===== src/rtl/ipp_pkg.sv =====
package ipp_pkg;

    localparam int PRIO_W = 4;
    localparam int NSCAN  = 4;
    localparam int SC_RQ  = 0;   // requesting set, current
    localparam int SC_SQ  = 1;   // running set, current
    localparam int SC_RN  = 2;   // requesting set, after this cycle's event
    localparam int SC_SN  = 3;   // running set, after this cycle's event

    typedef logic [PRIO_W-1:0] prio_t;

    typedef enum logic [2:0] {
        EV_IDLE,
        EV_ACK,
        EV_EOI,
        EV_TPR,
        EV_SRC_ON,
        EV_SRC_OFF
    } ev_e;

    function automatic ev_e pick_event(logic ack, logic eoi, logic tpr,
                                       logic sv, logic son);
        if (ack)      return EV_ACK;
        else if (eoi) return EV_EOI;
        else if (tpr) return EV_TPR;
        else if (sv)  return son ? EV_SRC_ON : EV_SRC_OFF;
        else          return EV_IDLE;
    endfunction

    function automatic logic present(prio_t req_top, prio_t thr, prio_t run_top);
        return (req_top > thr) && (req_top > run_top);
    endfunction

endpackage


===== src/rtl/ipp_scan.sv =====
module ipp_scan
    import ipp_pkg::*;
#(
    parameter int N   = 8,
    parameter int IDW = 3
) (
    input  logic [N-1:0]             mask,
    input  logic [N-1:0][PRIO_W-1:0] prio,
    output logic                     hit,
    output prio_t                    top,
    output logic [IDW-1:0]           idx
);
    // Strict compare keeps the lowest index among equal priorities.
    always_comb begin
        hit = 1'b0;
        top = '0;
        idx = '0;
        for (int i = 0; i < N; i++) begin
            if (mask[i] && (!hit || prio[i] > top)) begin
                hit = 1'b1;
                top = prio[i];
                idx = IDW'(i);
            end
        end
    end
endmodule


===== src/rtl/ipp_srctab.sv =====
module ipp_srctab
    import ipp_pkg::*;
#(
    parameter int N    = 8,
    parameter int IDW  = 3,
    parameter int VW   = 8
) (
    input  logic                     clk,
    input  logic                     rst,
    input  logic                     set_en,
    input  logic [IDW-1:0]           set_id,
    input  prio_t                    set_prio,
    input  logic [VW-1:0]            set_vec,
    input  logic                     clr_en,
    input  logic [IDW-1:0]           clr_id,
    output logic [N-1:0][PRIO_W-1:0] prio,
    output logic [N-1:0][VW-1:0]     vec,
    output logic [N-1:0]             active
);
    for (genvar g = 0; g < N; g++) begin : g_ent
        prio_t         p_q;
        logic [VW-1:0] v_q;
        logic          a_q;

        always_ff @(posedge clk) begin
            if (rst) begin
                p_q <= '0;
                v_q <= '0;
                a_q <= 1'b0;
            end else if (set_en && set_id == IDW'(g)) begin
                p_q <= set_prio;
                v_q <= set_vec;
                a_q <= 1'b1;
            end else if (clr_en && clr_id == IDW'(g)) begin
                a_q <= 1'b0;
            end
        end

        assign prio[g]   = p_q;
        assign vec[g]    = v_q;
        assign active[g] = a_q;
    end
endmodule


===== src/rtl/ipp_presenter.sv =====
module ipp_presenter
    import ipp_pkg::*;
#(
    parameter int               NSRC     = 8,
    parameter int               VEC_W    = 8,
    parameter int               DATA_W   = 32,
    parameter logic [VEC_W-1:0] SPUR_VEC = '1,
    localparam int              IDW      = (NSRC > 1) ? $clog2(NSRC) : 1
) (
    input  logic              clk,
    input  logic              rst,
    input  logic              src_valid,
    input  logic              src_on,
    input  logic [IDW-1:0]    src_id,
    input  logic [3:0]        src_prio,
    input  logic [VEC_W-1:0]  src_vec,
    input  logic              tpr_we,
    input  logic [DATA_W-1:0] tpr_wdata,
    input  logic              ack_req,
    input  logic              eoi_req,
    output logic              ack_valid,
    output logic [VEC_W-1:0]  ack_vec,
    output logic              irq
);
    ev_e                          ev;
    prio_t                        tpr_q, tpr_n;
    logic                         irq_q, irq_n;
    logic [NSRC-1:0]              raised_q, raised_n, serv_q, serv_n;
    logic                         ack_valid_q;
    logic [VEC_W-1:0]             ack_vec_q, ack_vec_n;
    logic                         ack_ok;
    logic                         clr_en;
    logic [IDW-1:0]               clr_id;

    logic [NSRC-1:0][PRIO_W-1:0]  tab_prio;
    logic [NSRC-1:0][VEC_W-1:0]   tab_vec;
    logic [NSRC-1:0]              tab_act;

    logic [NSRC-1:0]              sc_mask [NSCAN];
    logic                         sc_hit  [NSCAN];
    prio_t                        sc_top  [NSCAN];
    logic [IDW-1:0]               sc_idx  [NSCAN];

    assign ev = pick_event(ack_req, eoi_req, tpr_we, src_valid, src_on);

    ipp_srctab #(.N(NSRC), .IDW(IDW), .VW(VEC_W)) u_tab (
        .clk      (clk),
        .rst      (rst),
        .set_en   (ev == EV_SRC_ON),
        .set_id   (src_id),
        .set_prio (src_prio),
        .set_vec  (src_vec),
        .clr_en   (clr_en),
        .clr_id   (clr_id),
        .prio     (tab_prio),
        .vec      (tab_vec),
        .active   (tab_act)
    );

    assign sc_mask[SC_RQ] = raised_q;
    assign sc_mask[SC_SQ] = serv_q;
    assign sc_mask[SC_RN] = raised_n;
    assign sc_mask[SC_SN] = serv_n;

    for (genvar s = 0; s < NSCAN; s++) begin : g_scan
        ipp_scan #(.N(NSRC), .IDW(IDW)) u_scan (
            .mask (sc_mask[s]),
            .prio (tab_prio),
            .hit  (sc_hit[s]),
            .top  (sc_top[s]),
            .idx  (sc_idx[s])
        );
    end

    assign ack_ok = sc_hit[SC_RQ] && tab_act[sc_idx[SC_RQ]]
                 && (tab_prio[sc_idx[SC_RQ]] > tpr_q);

    // Set updates for this cycle's event.
    always_comb begin
        raised_n  = raised_q;
        serv_n    = serv_q;
        clr_en    = 1'b0;
        clr_id    = src_id;
        ack_vec_n = SPUR_VEC;
        case (ev)
            EV_SRC_ON:  raised_n[src_id] = 1'b1;
            EV_SRC_OFF: begin
                if (tab_act[src_id]) begin
                    raised_n[src_id] = 1'b0;
                    clr_en           = 1'b1;
                end
            end
            EV_ACK: begin
                if (sc_hit[SC_RQ]) begin
                    raised_n[sc_idx[SC_RQ]] = 1'b0;
                    if (ack_ok) begin
                        serv_n[sc_idx[SC_RQ]] = 1'b1;
                        ack_vec_n             = tab_vec[sc_idx[SC_RQ]];
                    end else begin
                        clr_en = 1'b1;
                        clr_id = sc_idx[SC_RQ];
                    end
                end
            end
            EV_EOI: begin
                if (sc_hit[SC_SQ]) serv_n[sc_idx[SC_SQ]] = 1'b0;
            end
            default: ;
        endcase
    end

    // Request line and threshold updates.
    always_comb begin
        irq_n = irq_q;
        tpr_n = tpr_q;
        case (ev)
            EV_SRC_ON: begin
                if (src_prio > tpr_q && src_prio > sc_top[SC_SQ]) irq_n = 1'b1;
            end
            EV_SRC_OFF: begin
                if (tab_act[src_id])
                    irq_n = present(sc_top[SC_RN], tpr_q, sc_top[SC_SN]);
            end
            EV_TPR: begin
                tpr_n = PRIO_W'(tpr_wdata);
                if (sc_top[SC_RQ] <= tpr_n)               irq_n = 1'b0;
                else if (sc_top[SC_RQ] > sc_top[SC_SQ])   irq_n = 1'b1;
            end
            EV_ACK, EV_EOI: irq_n = present(sc_top[SC_RN], tpr_q, sc_top[SC_SN]);
            default: ;
        endcase
    end

    always_ff @(posedge clk) begin
        if (rst) begin
            tpr_q       <= '0;
            irq_q       <= 1'b0;
            raised_q    <= '0;
            serv_q      <= '0;
            ack_valid_q <= 1'b0;
            ack_vec_q   <= '0;
        end else begin
            tpr_q       <= tpr_n;
            irq_q       <= irq_n;
            raised_q    <= raised_n;
            serv_q      <= serv_n;
            ack_valid_q <= (ev == EV_ACK);
            if (ev == EV_ACK) ack_vec_q <= ack_vec_n;
        end
    end

    assign irq       = irq_q;
    assign ack_valid = ack_valid_q;
    assign ack_vec   = ack_vec_q;

    // Checks beside the logic they guard.
    assert_rise_R3: assert property (@(posedge clk) disable iff (rst)
        (ev == EV_SRC_ON && src_prio > tpr_q && src_prio > sc_top[SC_SQ]) |=> irq);

    assert_low_hold_R4: assert property (@(posedge clk) disable iff (rst)
        (ev == EV_SRC_ON && src_prio <= tpr_q)
            |=> (raised_q[$past(src_id)] && irq == $past(irq)));

    assert_withdraw_R6: assert property (@(posedge clk) disable iff (rst)
        (ev == EV_SRC_OFF && tab_act[src_id]) |=> !raised_q[$past(src_id)]);

    assert_tpr_drop_R8: assert property (@(posedge clk) disable iff (rst)
        (ev == EV_TPR && sc_top[SC_RQ] <= PRIO_W'(tpr_wdata)) |=> !irq);

    assert_ack_pulse_R9: assert property (@(posedge clk) disable iff (rst)
        ack_req |=> ack_valid);

    assert_empty_spur_R10: assert property (@(posedge clk) disable iff (rst)
        (ev == EV_ACK && !sc_hit[SC_RQ]) |=> (ack_vec == SPUR_VEC));

    assert_eoi_one_R12: assert property (@(posedge clk) disable iff (rst)
        (ev == EV_EOI && sc_hit[SC_SQ])
            |=> ($countones(serv_q) == $past($countones(serv_q)) - 1));
endmodule


===== config.mk =====
export PLATFORM = sky130hd
export DESIGN_NAME = ipp_presenter
export DESIGN_NICKNAME = d
export VERILOG_FILES = /design/src/rtl/ipp_pkg.sv /design/src/rtl/ipp_scan.sv /design/src/rtl/ipp_srctab.sv /design/src/rtl/ipp_presenter.sv
export SDC_FILE = /design/constraint.sdc
export NUM_CORES = 1
export LEC_CHECK = 0
export BUFFER_PORTS_ARGS = -buffer_cell sky130_fd_sc_hd__buf_4
export CORE_ASPECT_RATIO = 0.8
export CORE_MARGIN = 10
export CORE_UTILIZATION = 60
export DETAILED_ROUTE_END_ITERATION = 10
export PLACE_DENSITY = 0.86
export SYNTH_ARGS = -nofsm -noshare
export SYNTH_HDL_FRONTEND = slang
export SYNTH_HIERARCHICAL = 1
export SYNTH_SLANG_ARGS = --single-unit

===== constraint.sdc =====
create_clock -name clk -period 54.2 [get_ports clk]
set_input_delay 5.42 -clock clk [delete_from_list [all_inputs] [get_ports clk]]
set_output_delay 5.42 -clock clk [all_outputs]
set_load 0.05 [all_outputs]

# Word-level counts from Yosys, hierarchy flattened
# Index checks and enable logic that the tools add are counted.
[totals]
out_inout_bits = 10
ff_bits = 134
[classes]
n_reduce_logical = 120
eq_ne = 22
bitwise_logic = 8
muxes = 132
order_cmp = 41
[op_table]
columns = ["op", "n"]
rows = [
  ["4-bit greater-than comparator", 34],
  ["4-bit two-way mux", 33],
  ["8-bit two-way mux", 8],
  ["1-bit two-way mux", 61],
  ["1-bit logical AND", 51],
  ["3-bit two-way mux", 15],
  ["3-bit == test (second input constant)", 10],
  ["1-bit zero test", 28],
  ["1-bit logical OR", 28],
  ["8-bit AND", 3],
  ["8-bit binary-select mux with 3-bit select", 1],
  ["8-bit inverter", 3],
  ["8-bit one-hot mux with 3 select lines", 1],
  ["3-bit by 2-bit == test with 1-bit output (second input constant)", 6],
  ["8-bit OR", 2],
  ["8-bit one-hot mux with 2 select lines", 1],
  ["2-bit nonzero test", 8],
  ["4-bit binary-select mux with 3-bit select", 1],
  ["3-bit by 4-bit < comparator with 1-bit output (second input constant)", 3],
  ["1-bit demux with 3-bit select", 3],
  ["3-bit by 1-bit == test with 1-bit output (second input constant)", 3],
  ["3-bit by 1-bit greater-or-equal comparator with 1-bit output (second input constant)", 3],
  ["2-bit two-way mux", 4],
  ["1-bit binary-select mux with 3-bit select", 2],
  ["9 further kinds", 11],
]

# Longest topological paths before layout
# Gate-level depths: netlist (run 1).
[depth]
ltp_word = 70
mapped_depth = 120
mapped_depth_nobuf = 106

# Hierarchy
# The synthesis (run 1) kept the hierarchy.
[modules_own_cells]
columns = ["mod", "area_per_inst_um2", "cells_per_inst", "n_inst", "seq_area_each_um2"]
rows = [
  ["ipp_scan (g_scan[0].u_scan ...)", 1477.7, 203, 3, 0.0],
  ["ipp_srctab", 4232.8, 389, 1, 2082.0],
  ["ipp_presenter", 3163.0, 399, 1, 600.6],
  ["ipp_scan (g_scan[3].u_scan)", 1520.2, 206, 1, 0.0],
]

# Worst setup path before layout (run 1)
# OpenSTA, ideal clock, no wires.
[synth_path]
kind = "register -> register"
start = "register raised_q[0]"
end = "register irq_q (netlist: irq)"
period_less_slack_ns = 21.604
required_time_ns = 54.109
setup_time_ns = 0.091
path_stages_with_launch = 117
path_buffers = 15
slack_ns = 32.596
t_arrival_ns = 21.513
cell_sequence = "dfxtp_1 > buf_2 > nand2_1 > ha_1 > nand2_1 > o21ba_2 > o2111ai_1 > and2_1 > ha_1 > nor2b_1 > o211ai_1 > a211oi_1 > a31oi_1 > inv_1 > ha_1 > and3b_1 > a2111oi_1 > o32a_2 > [... 81 more ...] > buf_2 > nor2_1 > a221o_1 > ha_1 > o21ai_0 > a41oi_1 > a32o_1 > buf_4 > nor2_1 > o2bb2ai_1 > a211oi_2 > inv_1 > ha_1 > nor2b_1 > o211ai_1 > a22oi_1 > nand3_1 > a311oi_1"
[synth_rtl]
columns = ["element", "line_no", "text"]
rows = [
  ["start: declaration", "ipp_presenter.sv:28", "logic [NSRC-1:0] raised_q, raised_n, serv_q, serv_n;"],
  ["start signal: assignment", "ipp_presenter.sv:145", "raised_q <= raised_n;"],
  ["end signal: assignment", "ipp_presenter.sv:144", "irq_q <= irq_n;"],
  ["end: declaration", "ipp_presenter.sv:27", "logic irq_q, irq_n;"],
]

==> results of run 1 <==
==> registers in the layout, indices dropped and copies added, names as in the netlist <==
| signal | flops |
|---|---|
| u_tab/g_ent.v_q | 64 |
| u_tab/g_ent.a_q | 8 |
| serv_q | 8 |
| raised_q | 8 |
| tpr_q | 4 |
| ack_valid | 1 |
| ack_vec | 8 |
| irq | 1 |
| u_tab/g_ent.p_q | 32 |
==> how the worst max path moves through the flow <==
stage | from | end | slack [ns]
detailed placement | u_tab/g_ent[0].p_q[3] | irq | 27.64
global placement | u_tab/g_ent[0].p_q[3] | irq | 28.32
floorplan | raised_q[0] | irq | 32.77
global route | raised_q[0] | irq | 24.61
CTS | u_tab/g_ent[0].p_q[3] | irq | 27.36
finish | u_tab/g_ent[0].p_q[3] | irq | 26.59
==> layout make-up <==
class | count | area (um2) | area share (%)
clock buffers | 18 | 439 | 3.15
clock inverters | 14 | 126 | 0.908
inverters | 108 | 405 | 2.91
multi-input cells | 1229 | 9570 | 68.7
flip-flops and latches | 134 | 2680 | 19.3
well taps | 275 | 344 | 2.47
repair buffers | 48 | 360 | 2.59
==> worst max-delay path, delay by kind of cell (launching register included) <==
family | cells | cell delay [ns]
buffers and inverters | 7 | 1.39
adders and majority gates | 16 | 5.13
and+or+nand+nor | 28 | 5.06
DFF | 1 | 0.72
AOI/OAI and AO/OA | 53 | 15.12
==> routing by layer <==
metal / global-route usage, % / vias to the layer above / share of wire, %
li1: - / 5838 / -
met1: 36.3 / 5936 / 43
met2: 41.4 / 741 / 44
met3: 5.72 / 103 / 11
met4: 8.89 / 0 / 2.3
met5: 0 / - / 0
==> through the flow <==
step | instances | worst slack (ns) | total power (W)
6_report | 1826 | 26.59 | 0.000233
3_5_place_dp | 1794 | 27.64 | 0.000122
2_1_floorplan | 1578 | 32.77 | 0.000116
4_1_cts | 1826 | 27.36 | 0.000232
5_1_grt | 1826 | 24.61 | 0.000238
3_3_place_gp | 1794 | 28.32 | 0.000121
==> report_power, final <==
part	switching (W)	total, W	leakage [nW]	internal (W)
clock	0.0000478	0.000112	0.271	0.0000646
sequential	0.000000720	0.000100	1.08	0.0000993
combinational	0.0000124	0.0000202	4.21	0.00000781
total	0.0000609	0.000233	5.56	0.000172
==> run_results.csv, run 1 <==
group,metric,value,unit
finish,drive_gt1_share,11.3,%
timing,max_freq,36.2,MHz
timing,rsz0062_at_grt,"false",
clocking,cts.reportedPaths.clkPinSlew,0.06,ns
floorplan,die_area,0.0284,mm2
worst_setup_path,reg2reg_slack,26.59,ns
timing,setup_viol,0,
finish,fillers,1689,
clocking,clockRootBuffer,"clkbuf_16",
worst_setup_path,critPathKind,"reg -> reg",
drt,vias,12600,
place,place_congestion,0.947,
timing,worst_slew_pin_slew,1.24,ns
finish,mostFrequentLayoutCell,"ha_1",
floorplan,ios,64,
clocking,cts.sinks,134,
clocking,cts_made_buffers,17,
drt,first_pass_iters,9,
drt,first_iter_violations,1758,
worst_setup_path,r2r_start,"u_tab/g_ent[0].p_q[3]",
clocking,cts_max_level,4,
finish,n_antenna_cell,0,
worst_hold_path,min_path_cells,2,
floorplan,die_w,186,um
yosys,yosys_warnings,6,
global_routing,antenna_found_initial,0,
clocking,cts_tree,"yes",
drt,totalWireLength,39000,um
clocking,worstSkewPairLatency,0.43,ns
job,cap_violations,0,
worst_setup_path,crit_required,54.53,ns
drt,wl_per_cell,21.3,um
global_routing,grt_max_degree,92,
worst_hold_path,hold_path_class,"reg -> reg",
yosys,avgSynthCellArea,8.38,um2
floorplan,num_rows,48,
timing,finalHoldViolations,0,
place,hpwl,27200,um
timing,drv_slew,0,
drt,ant_nets,0,
pwr,powerDensity,16.7,mW/mm2
clocking,post_cts_buffers,0,
floorplan,coreArea,0.0216,mm2
global_routing,track_usage,26.9,%
drt,via_per_inst,6.91,
worst_setup_path,worst-r2r-cell-count,104,
yosys,syn_area,0.0132,mm2
timing,clock_skew,0.00785,ns
status,status,"completed",
finish,final_area,0.0139,mm2
place,dpl_cell_area,0.0134,mm2
timing,finalCritPeriodShare,50.9,%
worst_setup_path,worstSetupEndpointType,"flop",
worst_hold_path,min_to,"u_tab/g_ent[0].v_q[2]",
drt,route.detailed.drc,0,
worst_setup_path,arrival,27.93,ns
worst_setup_path,cpMostUsedCell,"ha_1",
pwr,vdd_drop_max,31.1,uV
timing,finalSetupTns,0,ns
timing,relSlewSlack,17.2,%
yosys,syn_inst,1578,
worst_setup_path,crit_slowest_cell,"a22oi_1",
worst_setup_path,start_kind,"flop",
place,io_buffers,35,
finish,fin_util,64.4,%
clocking,clockBufferDepth,2,
timing,timing.hold.ws,0.477,ns
worst_setup_path,r2r-end,"irq",
floorplan,start_util,61.1,%
finish,area.growth.synth_to_final,5.36,%
clocking,cts_resized,0,
global_routing,grt_pass1_wl,62800,um
clocking,holdBufCountCts,0,
finish,layout_common_cells,"140 x ha_1, 135 x nor2_1, 134 x dfxtp_1, 123 x mux2i_1, 117 x nand2b_1",
global_routing,grt_pass1_vias,12100,
worst_hold_path,hp-start,"u_tab/g_ent[0].v_q[2]",
worst_setup_path,cp_max_fo,22,
pwr,p_leak,5.56,nW
yosys,synth_fp_nets,1772,
finish,fin_nets,1732,
timing,fin_crit,27.61,ns
worst_setup_path,critPathMaxStageDelay,0.92,ns
floorplan,die_height,153,um
global_routing,grt-ovfl-total,0,
(Power assumes the default switching activity.)
==> run 2, diff against run 1 <==
- clock period: 54.2 -> 28.1 ns (I/O delays scaled with it)
==> run_results.csv, run 2 (same netlist as run 1, synthesis figures left out) <==
group,metric,value,unit
worst_setup_path,crit_slowest_cell,"dfxtp_1",
worst_setup_path,crit_required,28.43,ns
drt,ant_nets,0,
timing,finalCritPeriodShare,93.9,%
pwr,seqPwrFrac,41.6,%
drt,totalWireLength,39300,um
global_routing,track_usage,27.1,%
pwr,powerDensity,33.1,mW/mm2
finish,seqCellArea,0.00268,mm2
floorplan,coreArea,0.0216,mm2
clocking,clockRootBuffer,"clkbuf_16",
drt,first_iter_violations,1564,
place,io_buffers,35,
pwr,switching_share,25.2,%
global_routing,antenna_found_initial,1,
floorplan,die_w,186,um
drt,wl_per_cell,21.4,um
worst_setup_path,worst-r2r-cell-count,101,
clocking,cts_tree,"yes",
finish,layout_common_cells,"140 x ha_1, 135 x nor2_1, 134 x dfxtp_1, 123 x mux2i_1, 117 x nand2b_1",
finish,fin_nets,1738,
global_routing,grt_pass1_wl,63200,um
status,status,"completed",
clocking,cts.reportedPaths.clkPinSlew,0.06,ns
worst_hold_path,min_to,"u_tab/g_ent[2].v_q[6]",
floorplan,die_height,153,um
pwr,p_switching,0.000117,W
clocking,post_cts_buffers,0,
drt,route.detailed.drc,0,
finish,mostFrequentLayoutCell,"ha_1",
finish,reg.largest.list,"u_tab/g_ent.v_q (64), u_tab/g_ent.p_q (32)",
worst_setup_path,cpMostUsedCell,"ha_1",
job,cap_violations,0,
worst_hold_path,min_path_cells,2,
worst_hold_path,hp-start,"u_tab/g_ent[2].v_q[6]",
finish,final_cells,1832,
finish,drive_gt1_share,11.8,%
pwr,comb_power_share,8.4,%
finish,n_antenna_cell,0,
finish,multi_input_area,0.00958,mm2
worst_setup_path,critPathMaxStageDelay,0.73,ns
finish,largest_reg_flops,64,
timing,relSlewSlack,16.5,%
timing,finalSetupTns,0,ns
timing,max_freq,37.9,MHz
floorplan,die_area,0.0284,mm2
place,hpwl,27700,um
drt,via_per_inst,6.95,
floorplan,num_rows,48,
timing,fin_crit,26.38,ns
drt,first_pass_iters,5,
place,dp.cells,1800,
worst_setup_path,critPathLaunch,"u_tab/g_ent[0].p_q[3]",
timing,finalHoldViolations,0,
global_routing,grt_max_degree,90,
floorplan,start_util,61.1,%
pwr,vdd_drop_max,48.0,uV
clocking,worstSkewPairLatency,0.43,ns
finish,fillers,1720,
worst_setup_path,critPathKind,"reg -> reg",
clocking,holdBufCountCts,0,
pwr,internal-power,0.000347,W
worst_setup_path,start_kind,"flop",
place,place_congestion,0.945,
worst_setup_path,r2r-end,"irq",
drt,vias,12700,
floorplan,ios,64,
worst_hold_path,hold_path_class,"reg -> reg",
worst_setup_path,r2r_start,"u_tab/g_ent[0].p_q[3]",
timing,worst_slew_pin_slew,1.24,ns
clocking,cts.sinks,134,
worst_setup_path,reg2reg_slack,1.72,ns
clocking,cts_max_level,4,
finish,area.growth.synth_to_final,6.07,%
finish,top_register,"u_tab/g_ent.v_q",
global_routing,grt-ovfl-total,0,
timing,rsz0062_at_grt,"false",
global_routing,grt_pass1_vias,12300,
worst_setup_path,worstSetupEndpointType,"flop",
pwr,power_frac_clock,50.0,%
clocking,clockBufferDepth,2,
pwr,p_leak,5.61,nW
clocking,cts_made_buffers,17,
worst_setup_path,cp_max_fo,33,
timing,clock_skew,0.00899,ns
timing,drv_slew,0,
timing,setup_viol,0,
worst_setup_path,arrival,26.71,ns
[run 2: through the flow]
step / power (W) / util [%] / hold WS (ns) / worst slack, ns / area (um2)
floorplan: 0.000224 / - / 0.448 / 6.67 / 13200
global placement: 0.000233 / 62.0 / 0.458 / 2.88 / 13400
detailed placement: 0.000235 / 62.0 / 0.467 / 2.10 / 13400
CTS: 0.000463 / 64.8 / 0.478 / 1.87 / 14000
global route: 0.000475 / 64.8 / 0.487 / 0.0176 / 14000
finish: 0.000464 / 64.8 / 0.480 / 1.72 / 14000
[run 2: layout make-up]
class | count | share of cell area (%)
Clock buffer | 18 | 3.06
Clock inverter | 14 | 1.23
Sequential cell | 134 | 19.1
Timing Repair Buffer | 54 | 2.89
Tap cell | 275 | 2.45
Inverter | 108 | 2.89
Multi-Input combinational cell | 1229 | 68.3
[run 2: layer usage]
layer	up-vias	global-route usage [%]	share of wire [%]
li1	5848	-	-
met1	6029	36.6	42
met2	744	41.5	44
met3	109	5.79	11
met4	0	9.05	2.6
met5	-	0	0
[run 2: repair_timing]
item	4_1_cts	5_1_grt
gates resized for setup	0	2
setup endpoints to repair	0	1
endpoints found under the hold margin	0	0
[run 2: critical path: cells and delay by family (launching register included)]
family	cells	cell delay, ns
AOI/OAI and AO/OA	51	14.23
and+or+nand+nor	26	4.57
adders and majority gates	16	5.01
DFF	1	0.73
buffers and inverters	7	1.34
muxes	1	0.31
[run 2: power by group through the flow]
stage | clock network, W | logic, W | registers, W
final | 0.000232 | 0.0000390 | 0.000193
after global placement | 0 | 0.0000366 | 0.000197
after detailed placement | 0 | 0.0000377 | 0.000197
after global routing | 0.000240 | 0.0000419 | 0.000193
after floorplan | 0 | 0.0000242 | 0.000200
after CTS | 0.000232 | 0.0000381 | 0.000193
[run 2: how the worst max path moves through the flow]
stage	end	cells after the start
finish	irq	101
global route	irq	102
CTS	irq	102
detailed placement	irq	103
global placement	irq	103
floorplan	irq	116
